**src/rtl/load_strobe_gen.sv**
```systemverilog
module load_strobe_gen #(
  parameter int HOLDOFF = 4
) (
  input  logic clk,
  input  logic rst,
  input  logic eoc,
  input  logic lval,
  output logic load_strobe
);

  localparam int TW = $clog2(HOLDOFF + 1);
  localparam logic [TW-1:0] TMAX = '1;
  localparam logic [TW-1:0] HOLD = TW'(HOLDOFF);

  logic          eoc_q, lval_q, pend;
  logic [TW-1:0] tmr_e, tmr_l;

  wire eoc_rise = eoc & ~eoc_q;
  wire eoc_chg  = eoc ^ eoc_q;
  wire lval_chg = lval ^ lval_q;
  wire quiet    = ~eoc_chg & ~lval_chg;
  wire fire     = pend & eoc & ~lval & quiet & (tmr_e >= HOLD) & (tmr_l >= HOLD);

  always_ff @(posedge clk or posedge rst) begin
    if (rst) begin
      eoc_q       <= 1'b0;
      lval_q      <= 1'b0;
      tmr_e       <= TMAX;
      tmr_l       <= TMAX;
      pend        <= 1'b0;
      load_strobe <= 1'b0;
    end else begin
      eoc_q       <= eoc;
      lval_q      <= lval;
      tmr_e       <= eoc_chg  ? '0 : (tmr_e == TMAX ? TMAX : tmr_e + 1'b1);
      tmr_l       <= lval_chg ? '0 : (tmr_l == TMAX ? TMAX : tmr_l + 1'b1);
      pend        <= fire ? 1'b0 : (pend | eoc_rise);
      load_strobe <= fire;
    end
  end

  assert_single_cycle_R2: assert property (@(posedge clk) disable iff (rst)
    load_strobe |=> !load_strobe);

  assert_levels_R3: assert property (@(posedge clk) disable iff (rst)
    load_strobe |-> ($past(eoc) && !$past(lval)));

  assert_holdoff_R4: assert property (@(posedge clk) disable iff (rst)
    load_strobe |-> ($past(tmr_e) >= HOLD && $past(tmr_l) >= HOLD));

  assert_clear_pending_R6: assert property (@(posedge clk) disable iff (rst)
    load_strobe |-> !pend);

  assert_saturate_R10: assert property (@(posedge clk) disable iff (rst)
    (tmr_e == TMAX) |=> (tmr_e == TMAX || tmr_e == '0));

endmodule

```
**config.mk**
```make
export PLATFORM = sky130hd
export DESIGN_NAME = load_strobe_gen
export DESIGN_NICKNAME = d
export VERILOG_FILES = /design/src/rtl/load_strobe_gen.sv
export SDC_FILE = /design/constraint.sdc
export NUM_CORES = 1
export LEC_CHECK = 0
export BUFFER_PORTS_ARGS = -buffer_cell sky130_fd_sc_hd__buf_2
export CORE_AREA = 2 2 39 41
export DETAILED_ROUTE_END_ITERATION = 7
export DIE_AREA = 0 0 41 43
export PLACE_DENSITY = 0.55
export SYNTH_ARGS = -nofsm -noshare
export SYNTH_HDL_FRONTEND = slang
export SYNTH_SLANG_ARGS = --single-unit
```
**constraint.sdc**
```tcl
create_clock -name clk -period 2.1 [get_ports clk]
set_clock_uncertainty 0.15 [all_clocks]
set_input_delay 0.42 -clock clk [delete_from_list [all_inputs] [get_ports clk]]
set_output_delay 0.42 -clock clk [all_outputs]
set_load 0.02 [all_outputs]
```
==> results of run 1 <==
-- layout make-up --
class / instances / area share (%)
Tap cell: 16 / 4.15
Multi-Input combinational cell: 20 / 27.2
Sequential cell: 10 / 53.4
Timing Repair Buffer: 5 / 6.22
Inverter: 2 / 1.55
Clock buffer: 4 / 7.51
-- final timing paths --
| kind | endpoint | slack (ns) | cells past startpoint |
|---|---|---|---|
| min in group asynchronous | pend$_DFF_PP0_ | 0.52 | 3 |
| worst min-delay path | eoc_q$_DFF_PP0_ | 0.14 | 1 |
| worst max register to register | pend$_DFF_PP0_ | 0.72 | 4 |
| max in group asynchronous | tmr_e[0]$_DFF_PP1_ | 0.97 | 3 |
| worst min register to register | pend$_DFF_PP0_ | 0.36 | 1 |
| worst max-delay path | pend$_DFF_PP0_ | 0.72 | 4 |
-- routing by layer --
metal	vias up	track usage [%]	part of all wire (%)
met5	-	0	0
met4	0	8.00	1.6
met3	2	6.28	5.2
met2	6	14.1	51
met1	136	10.7	42
li1	125	-	-
-- stage by stage --
step | worst slack (ns) | instance area, um^2 | util, % | power (W) | hold WS [ns]
2_1_floorplan | 0.689 | 397 | - | 0.000276 | 0.106
3_3_place_gp | 0.531 | 437 | 31.6 | 0.000285 | 0.233
3_5_place_dp | 0.512 | 437 | 31.6 | 0.000291 | 0.261
4_1_cts | 0.702 | 483 | 34.9 | 0.000467 | 0.136
5_1_grt | 0.629 | 483 | 34.9 | 0.000494 | 0.127
6_report | 0.716 | 483 | 34.9 | 0.000458 | 0.145
-- registers in the layout (all words and copies together) (netlist names) --
signal and count:
pend 1, tmr_l 3, eoc_q 1, lval_q 1, load_strobe 1, tmr_e 3
-- cells by family after synthesis --
family                   Yosys count  share of synthesized area (%)
buffers and inverters              2                           1.89
adder cells (fa/ha/maj)            3                           9.46
AND/OR/NAND/NOR                   10                           11.4
flip-flops                        10                           65.0
AO/OA/AOI/OAI                      6                           10.1
XOR/XNOR                           1                           2.21
-- critical path: cells and delay by family, from the launching register on --
kind | cells | cell delay [ns]
buffers and inverters | 1 | 0.04
DFF | 1 | 0.33
and+or+nand+nor | 1 | 0.10
adders and majority gates | 1 | 0.31
AOI/OAI and AO/OA | 1 | 0.35
-- power by group through the flow --
stage	sequential (W)	combinational, W	clock [W]
final	0.000238	0.0000500	0.000170
after global routing	0.000241	0.0000631	0.000190
after CTS	0.000238	0.0000511	0.000178
after detailed placement	0.000241	0.0000497	0
after global placement	0.000239	0.0000452	0
after floorplan	0.000238	0.0000381	0
-- layout by cell type, fill, tap and decap left out --
cell type      instances
nor2b_1                1
ha_1                   3
nor2_1                 3
inv_1                  2
a21oi_1                3
o21a_1                 1
xor2_1                 1
nand3_1                1
dfrtp_1                4
dlygate4sd3_1          1
a21boi_0               1
dfstp_2                6
clkbuf_8               1
clkbuf_4               3
nor3_1                 1
buf_2                  4
o32a_1                 1
or2_1                  1
nand2_1                3
==> out/results.ini, run 1 <==
[logic_synthesis]
seq_area_frac_synth_pct=65.0
yosysWarningCount=0
synth_flop_cell=dfstp_2
yosysTopAreaCell=dfstp_2
avgSynthCellArea_um2=12.4
synth_top_area_share_pct=39.7
synth_nets=39
netlist_area_um2=397
synth_edf_count=0
synth_cell_types=15
syn_inst=32
synthArstFlopShare_pct=100
ys_seq_elements=10
synth_area_leaders=dfstp_2, dfrtp_1, ha_1
synth_common_cells=dfstp_2, dfrtp_1
post-synth-top-count-cell=dfstp_2

[drt]
totalWireLength_um=610
dr.pass1.iters=4
route.detailed.drc=0
via_per_inst=4.72
wl_per_cell_um=10.7
ant_nets=0
drt_iter0_drc=1
vias=269

[timing]
finalSetupViolations=0
finalSetupTns_ns=0
hold_viol=0
tightestPinTransition_ns=0.377
grt_setup_unrepaired=no
period_needed_ns=1.38
fmax_mhz=722
final_max_slew_viol_count=0
slew_headroom_pct=74.8
final.period_utilization_pct=65.9

[cells_and_area]
multiInputGateArea_um2=131
regArea_um2=258
fill_cells=140
drive_above_1_share_pct=34.1
stdcell_count=57
n_antenna_cell=0
nets=49
area_growth_pct=21.8

[clock_tree]
htreeDepth=1
cts_hold_buf=1
cts_buffers=3
cts_setup_buffers=0
cts.reportedPaths.clkPinSlew_ns=0.07
cts_num_sinks=10
clock_latency_ns=0.26
post_cts_resized=0
clockBufferDepth=2
root_buffer=clkbuf_4
cts_tree=built

[floorplanning]
rows=14
die_w_um=41
start_util_pct=28.7
dieArea_um2=1760
io-pin-count=5
die_h_um=43
core-area_um2=1380

[global_route]
grt_antenna_before_repair=0
grt_first_pass_wirelength_um=1120
grt_pass1_vias=291
grtUsageTotal_pct=10.3
grt_max_degree=11
grt_overflow=0

[power]
pwr-share-seq_pct=51.9
pwr-share-comb_pct=10.9
powerDensity_nw_per_um2=949
p_leak_nw=0.213
vdd.ir_drop.worst_uv=368
sw_frac_of_total_pct=22.6
p_int_w=0.000355
power_frac_clock_pct=37.1
switchingPower_w=0.000104

[place]
hpwl_um=452
port_buffers=4
gp_congestion=0.552
dp_cells=52

[worst_setup_path]
critPathLaunchType=register
cpPeakStageDelay_ns=0.35
path_max_fanout=4
cp-startpoint=eoc_q$_DFF_PP0_
crit_arrival_ns=1.39
cpMaxStageDelayCell=o32a_1
critical_path.cell_chain=inv_1, ha_1, nand3_1, o32a_1
critPathKind=register to register
r2r-start=eoc_q$_DFF_PP0_
worstPathRequired_ns=2.10
end_kind=register

[worst_hold_path]
hp-start=eoc
min_path_type=input pin to register

[job]
maxCapViolCount=0

[outcome]
status=completed

Note: power is estimated with default switching activity, not from simulation.
==> run 2: changes to the inputs <==
Clock period 2.1 ns to 1.4 ns, I/O delays scaled along.
==> out/results.ini, run 2 (synthesis results as in run 1) <==
[cells_and_area]
nets=53
reg.largest.list=tmr_e (3), tmr_l (3)
area_growth_pct=34.4
stdcell_count=61
final_common_cell=dfstp_2
n_antenna_cell=0
final_cell_mix=dfstp_2, dfrtp_1, buf_2
drive_above_1_share_pct=42.2

[timing]
whs_ns=0.129
tightestPinTransition_ns=0.365
slew_headroom_pct=75.6
final.period_utilization_pct=91.4
finalSetupViolations=0
final_max_slew_viol_count=0
hold_viol=0
period_needed_ns=1.28
fmax_mhz=781
grt_setup_unrepaired=no
worst_slack_ns=0.120

[worst_hold_path]
min_path_type=input pin to register

[drt]
via_per_inst=4.46
vias=272
totalWireLength_um=711
drt_iter0_drc=3
ant_nets=0
dr.pass1.iters=2
route.detailed.drc=0
wl_per_cell_um=11.7

[clock_tree]
cts_setup_buffers=0
clock_latency_ns=0.26
cts_tree=built
cts_num_sinks=10
htreeDepth=1
cts.reportedPaths.clkPinSlew_ns=0.07
cts_buffers=3
root_buffer=clkbuf_4
clockBufferDepth=2

[place]
gp_congestion=0.560
port_buffers=4
hpwl_um=542
pre_cts_slack_ns=-0.0161
dp_cells=55

[power]
p_leak_nw=0.231
vdd.ir_drop.worst_uv=567
powerDensity_nw_per_um2=1330
p_total_w=0.000711

[worst_setup_path]
end_kind=register
path_max_fanout=2
worstPathRequired_ns=1.40
critPathLaunchType=register
critPathKind=register to register
crit_arrival_ns=1.28

[global_route]
grt_antenna_before_repair=0
grtUsageTotal_pct=11.4
grt_overflow=0
grt_max_degree=11
grt_first_pass_wirelength_um=1250
grt_pass1_vias=310

[floorplanning]
dieArea_um2=1760
die_h_um=43
die_w_um=41
rows=14
start_util_pct=28.7
core-area_um2=1380
io-pin-count=5

[job]
maxCapViolCount=0

[outcome]
status=completed

run 2: cell count changes in the layout (fill, tap and decap cells not counted), sizes merged:
cell,previous run,this run
buf,4,7
dlygate4sd3,1,2
run 2: cell type report:
| class | instances | area (um^2) |
|---|---|---|
| tap | 16 | 20.0 |
| clock buffer | 4 | 36.3 |
| fill | 136 | 851 |
| sequential | 10 | 258 |
| multi-input combinational | 20 | 149 |
| inverter | 2 | 7.51 |
| timing repair buffer | 9 | 62.6 |
run 2: power breakdown:
group | total (W) | leakage (nW) | switching (W) | internal (W)
registers | 0.000358 | 0.109 | 0.0000179 | 0.000340
clock network | 0.000258 | 0.0210 | 0.000101 | 0.000158
logic | 0.0000952 | 0.102 | 0.0000488 | 0.0000464
total | 0.000711 | 0.231 | 0.000167 | 0.000544
run 2: worst paths after layout:
| kind | slack (ns) | from | end | cells after the start |
|---|---|---|---|---|
| setup / recovery | 0.12 | eoc_q$_DFF_PP0_ | pend$_DFF_PP0_ | 4 |
| hold / removal | 0.13 | eoc | eoc_q$_DFF_PP0_ | 2 |
| setup reg to reg | 0.12 | eoc_q$_DFF_PP0_ | pend$_DFF_PP0_ | 4 |
| hold reg to reg | 0.37 | tmr_e[2]$_DFF_PP1_ | tmr_e[0]$_DFF_PP1_ | 2 |
| max in group asynchronous | 0.42 | rst | tmr_e[1]$_DFF_PP1_ | 3 |
| min in group asynchronous | 0.37 | rst | pend$_DFF_PP0_ | 3 |
run 2: critical path, stage by stage, from the launching register on:
cell and delay [ns]:
dfrtp_1 0.33, inv_1 0.06, ha_4 0.27, nand3_2 0.07, o32a_1 0.29
run 2: routing by layer:
| layer | wire length, um | track usage (%) | vias to the layer above |
|---|---|---|---|
| met5 | 0 | 0 | - |
| met4 | 0 | 8.00 | 0 |
| met3 | 22 | 4.71 | 0 |
| met2 | 422 | 18.4 | 4 |
| met1 | 266 | 10.8 | 133 |
| li1 | - | - | 135 |
run 2: stage by stage:
stage	area [um^2]	util, %	TNS [ns]
final	533	38.5	0
after global routing	533	38.5	0
after CTS	515	37.3	0
after detailed placement	459	33.2	-0.0161
after global placement	459	33.2	0
after floorplan	397	-	0
run 2: what timing repair did:
action / in CTS / in global routing
hold buffers: 2 / 0
gates resized for setup: 0 / 2
endpoints found under the hold margin: 5 / 0
endpoints found under the setup margin: 0 / 2
==> run 3: changes to the inputs <==
Settings changed: PLACE_DENSITY 0.55 to 0.56.
Clock period 1.4 ns to 1.1 ns, I/O delays scaled along.
==> out/results.ini, run 3 (synthesis results as in run 1) <==
[outcome]
violations=negative setup slack
status=complete, but fails checks

[timing]
final.period_utilization_pct=116
slew_headroom_pct=74.1
hold_viol=0
finalSetupViolations=7
finalSetupTns_ns=-0.556
final_max_slew_viol_count=0
tightestPinTransition_ns=0.388
period_needed_ns=1.27
fmax_mhz=787
grt_setup_unrepaired=yes
worst_slack_ns=-0.171

[cells_and_area]
postLayoutCoreUtil_pct=45.1
final_cell_mix=buf_4, dfstp_2, dfrtp_1
nets=58
n_antenna_cell=0
fill_cells=125
reg.largest.list=tmr_e (3), tmr_l (3)
area_growth_pct=57.4
stdcell_count=66
final_common_cell=buf_4
drive_above_1_share_pct=66.0

[drt]
via_per_inst=4.39
route.detailed.drc=0
vias=290
totalWireLength_um=724
wl_per_cell_um=11.0
dr.pass1.iters=1
drt_iter0_drc=0
ant_nets=0

[power]
switchingPower_w=0.000230
power_frac_clock_pct=32.8
pwr-share-comb_pct=19.5
vdd.ir_drop.worst_uv=740
p_int_w=0.000744
pwr-share-seq_pct=47.7
p_leak_nw=0.260
powerDensity_nw_per_um2=1560
sw_frac_of_total_pct=23.6

[global_route]
grt_first_pass_wirelength_um=1370
grt-busiest-layer=met2
use_met3_pct=3.14
grt_antenna_before_repair=0
grtUsageTotal_pct=12.0
use_met2_pct=18.4
grt_overflow=0
grt_pass1_vias=352
grt_max_degree=11
use_met1_pct=13.8

[worst_hold_path]
hold_depth=2
hold_end=lval_q$_DFF_PP0_
hp-start=lval
min_path_type=input pin to register

[floorplanning]
dieArea_um2=1760
io-pin-count=5
die_h_um=43
rows=14
die_w_um=41
core-area_um2=1380
start_util_pct=28.7

[worst_setup_path]
cpMaxStageDelayCell=dfrtp_1
worstPathRequired_ns=1.09
r2r-end=pend$_DFF_PP0_
r2r-start=eoc_q$_DFF_PP0_
cp_num_buf_inv=1
crit_cells=4
crit_family=flip-flops
cpPeakStageDelay_ns=0.34
critPathKind=register to register
reg2reg_depth=4
r2r_slack_ns=-0.17
critPathLaunchType=register
critical_path.cell_chain=inv_2, ha_4, nand3_2, o32a_1
end_kind=register
crit_arrival_ns=1.26
path_max_fanout=2

[clock_tree]
clock_latency_ns=0.26
cts.reportedPaths.clkPinSlew_ns=0.06
cts_buffers=3
clockBufferDepth=2
root_buffer=clkbuf_4
cts_tree=built
htreeDepth=1
cts_num_sinks=10

[place]
pre_cts_slack_ns=-0.163
gp_congestion=0.537
dp_cells=59
hpwl_um=519
port_buffers=4

[job]
maxCapViolCount=0

run 3: area by class of cell:
cell class | instances | area [um^2] | share of cell area [%]
Inverter | 2 | 7.51 | 1.20
Tap cell | 16 | 20.0 | 3.21
Timing Repair Buffer | 14 | 108 | 17.2
Sequential cell | 10 | 258 | 41.3
Multi-Input combinational cell | 20 | 195 | 31.3
Clock buffer | 4 | 36.3 | 5.81
run 3: repair_timing:
action | in CTS | in global routing
pin swaps | 2 | 0
endpoints found under the hold margin | 4 | 0
resized for setup | 10 | 1
buffers inserted | 2 | 0
hold buffers | 1 | 0
endpoints found under the setup margin | 8 | 9
run 3: through the flow:
step	hold WS, ns	cell area (um^2)	power, W
3_3_place_gp	0.0433	519	0.000595
4_1_cts	0.0209	617	0.000994
3_5_place_dp	0.0592	519	0.000609
2_1_floorplan	-0.0941	427	0.000545
5_1_grt	0.0424	624	0.00105
6_report	0.0437	624	0.000974
run 3: routing by layer:
| metal | wire length (um) | up-vias | part of all wire, % |
|---|---|---|---|
| met5 | 0 | - | 0 |
| met4 | 0 | 0 | 0 |
| met3 | 32 | 0 | 4.4 |
| met2 | 396 | 4 | 55 |
| met1 | 294 | 143 | 41 |
| li1 | - | 143 | - |
run 3: worst max path at each step:
stage	start	end	slack (ns)
after global placement	eoc_q$_DFF_PP0_	pend$_DFF_PP0_	-0.13
after floorplan	eoc_q$_DFF_PP0_	pend$_DFF_PP0_	-0.13
after detailed placement	eoc_q$_DFF_PP0_	pend$_DFF_PP0_	-0.16
final	eoc_q$_DFF_PP0_	pend$_DFF_PP0_	-0.17
after CTS	eoc_q$_DFF_PP0_	pend$_DFF_PP0_	-0.17
after global routing	eoc_q$_DFF_PP0_	pend$_DFF_PP0_	-0.23
run 3: power by group through the flow:
stage	logic [W]	registers, W	clock network, W
floorplan	0.0000830	0.000462	0
global placement	0.000133	0.000461	0
detailed placement	0.000145	0.000464	0
CTS	0.000191	0.000466	0.000336
global route	0.000220	0.000471	0.000359
finish	0.000190	0.000465	0.000319
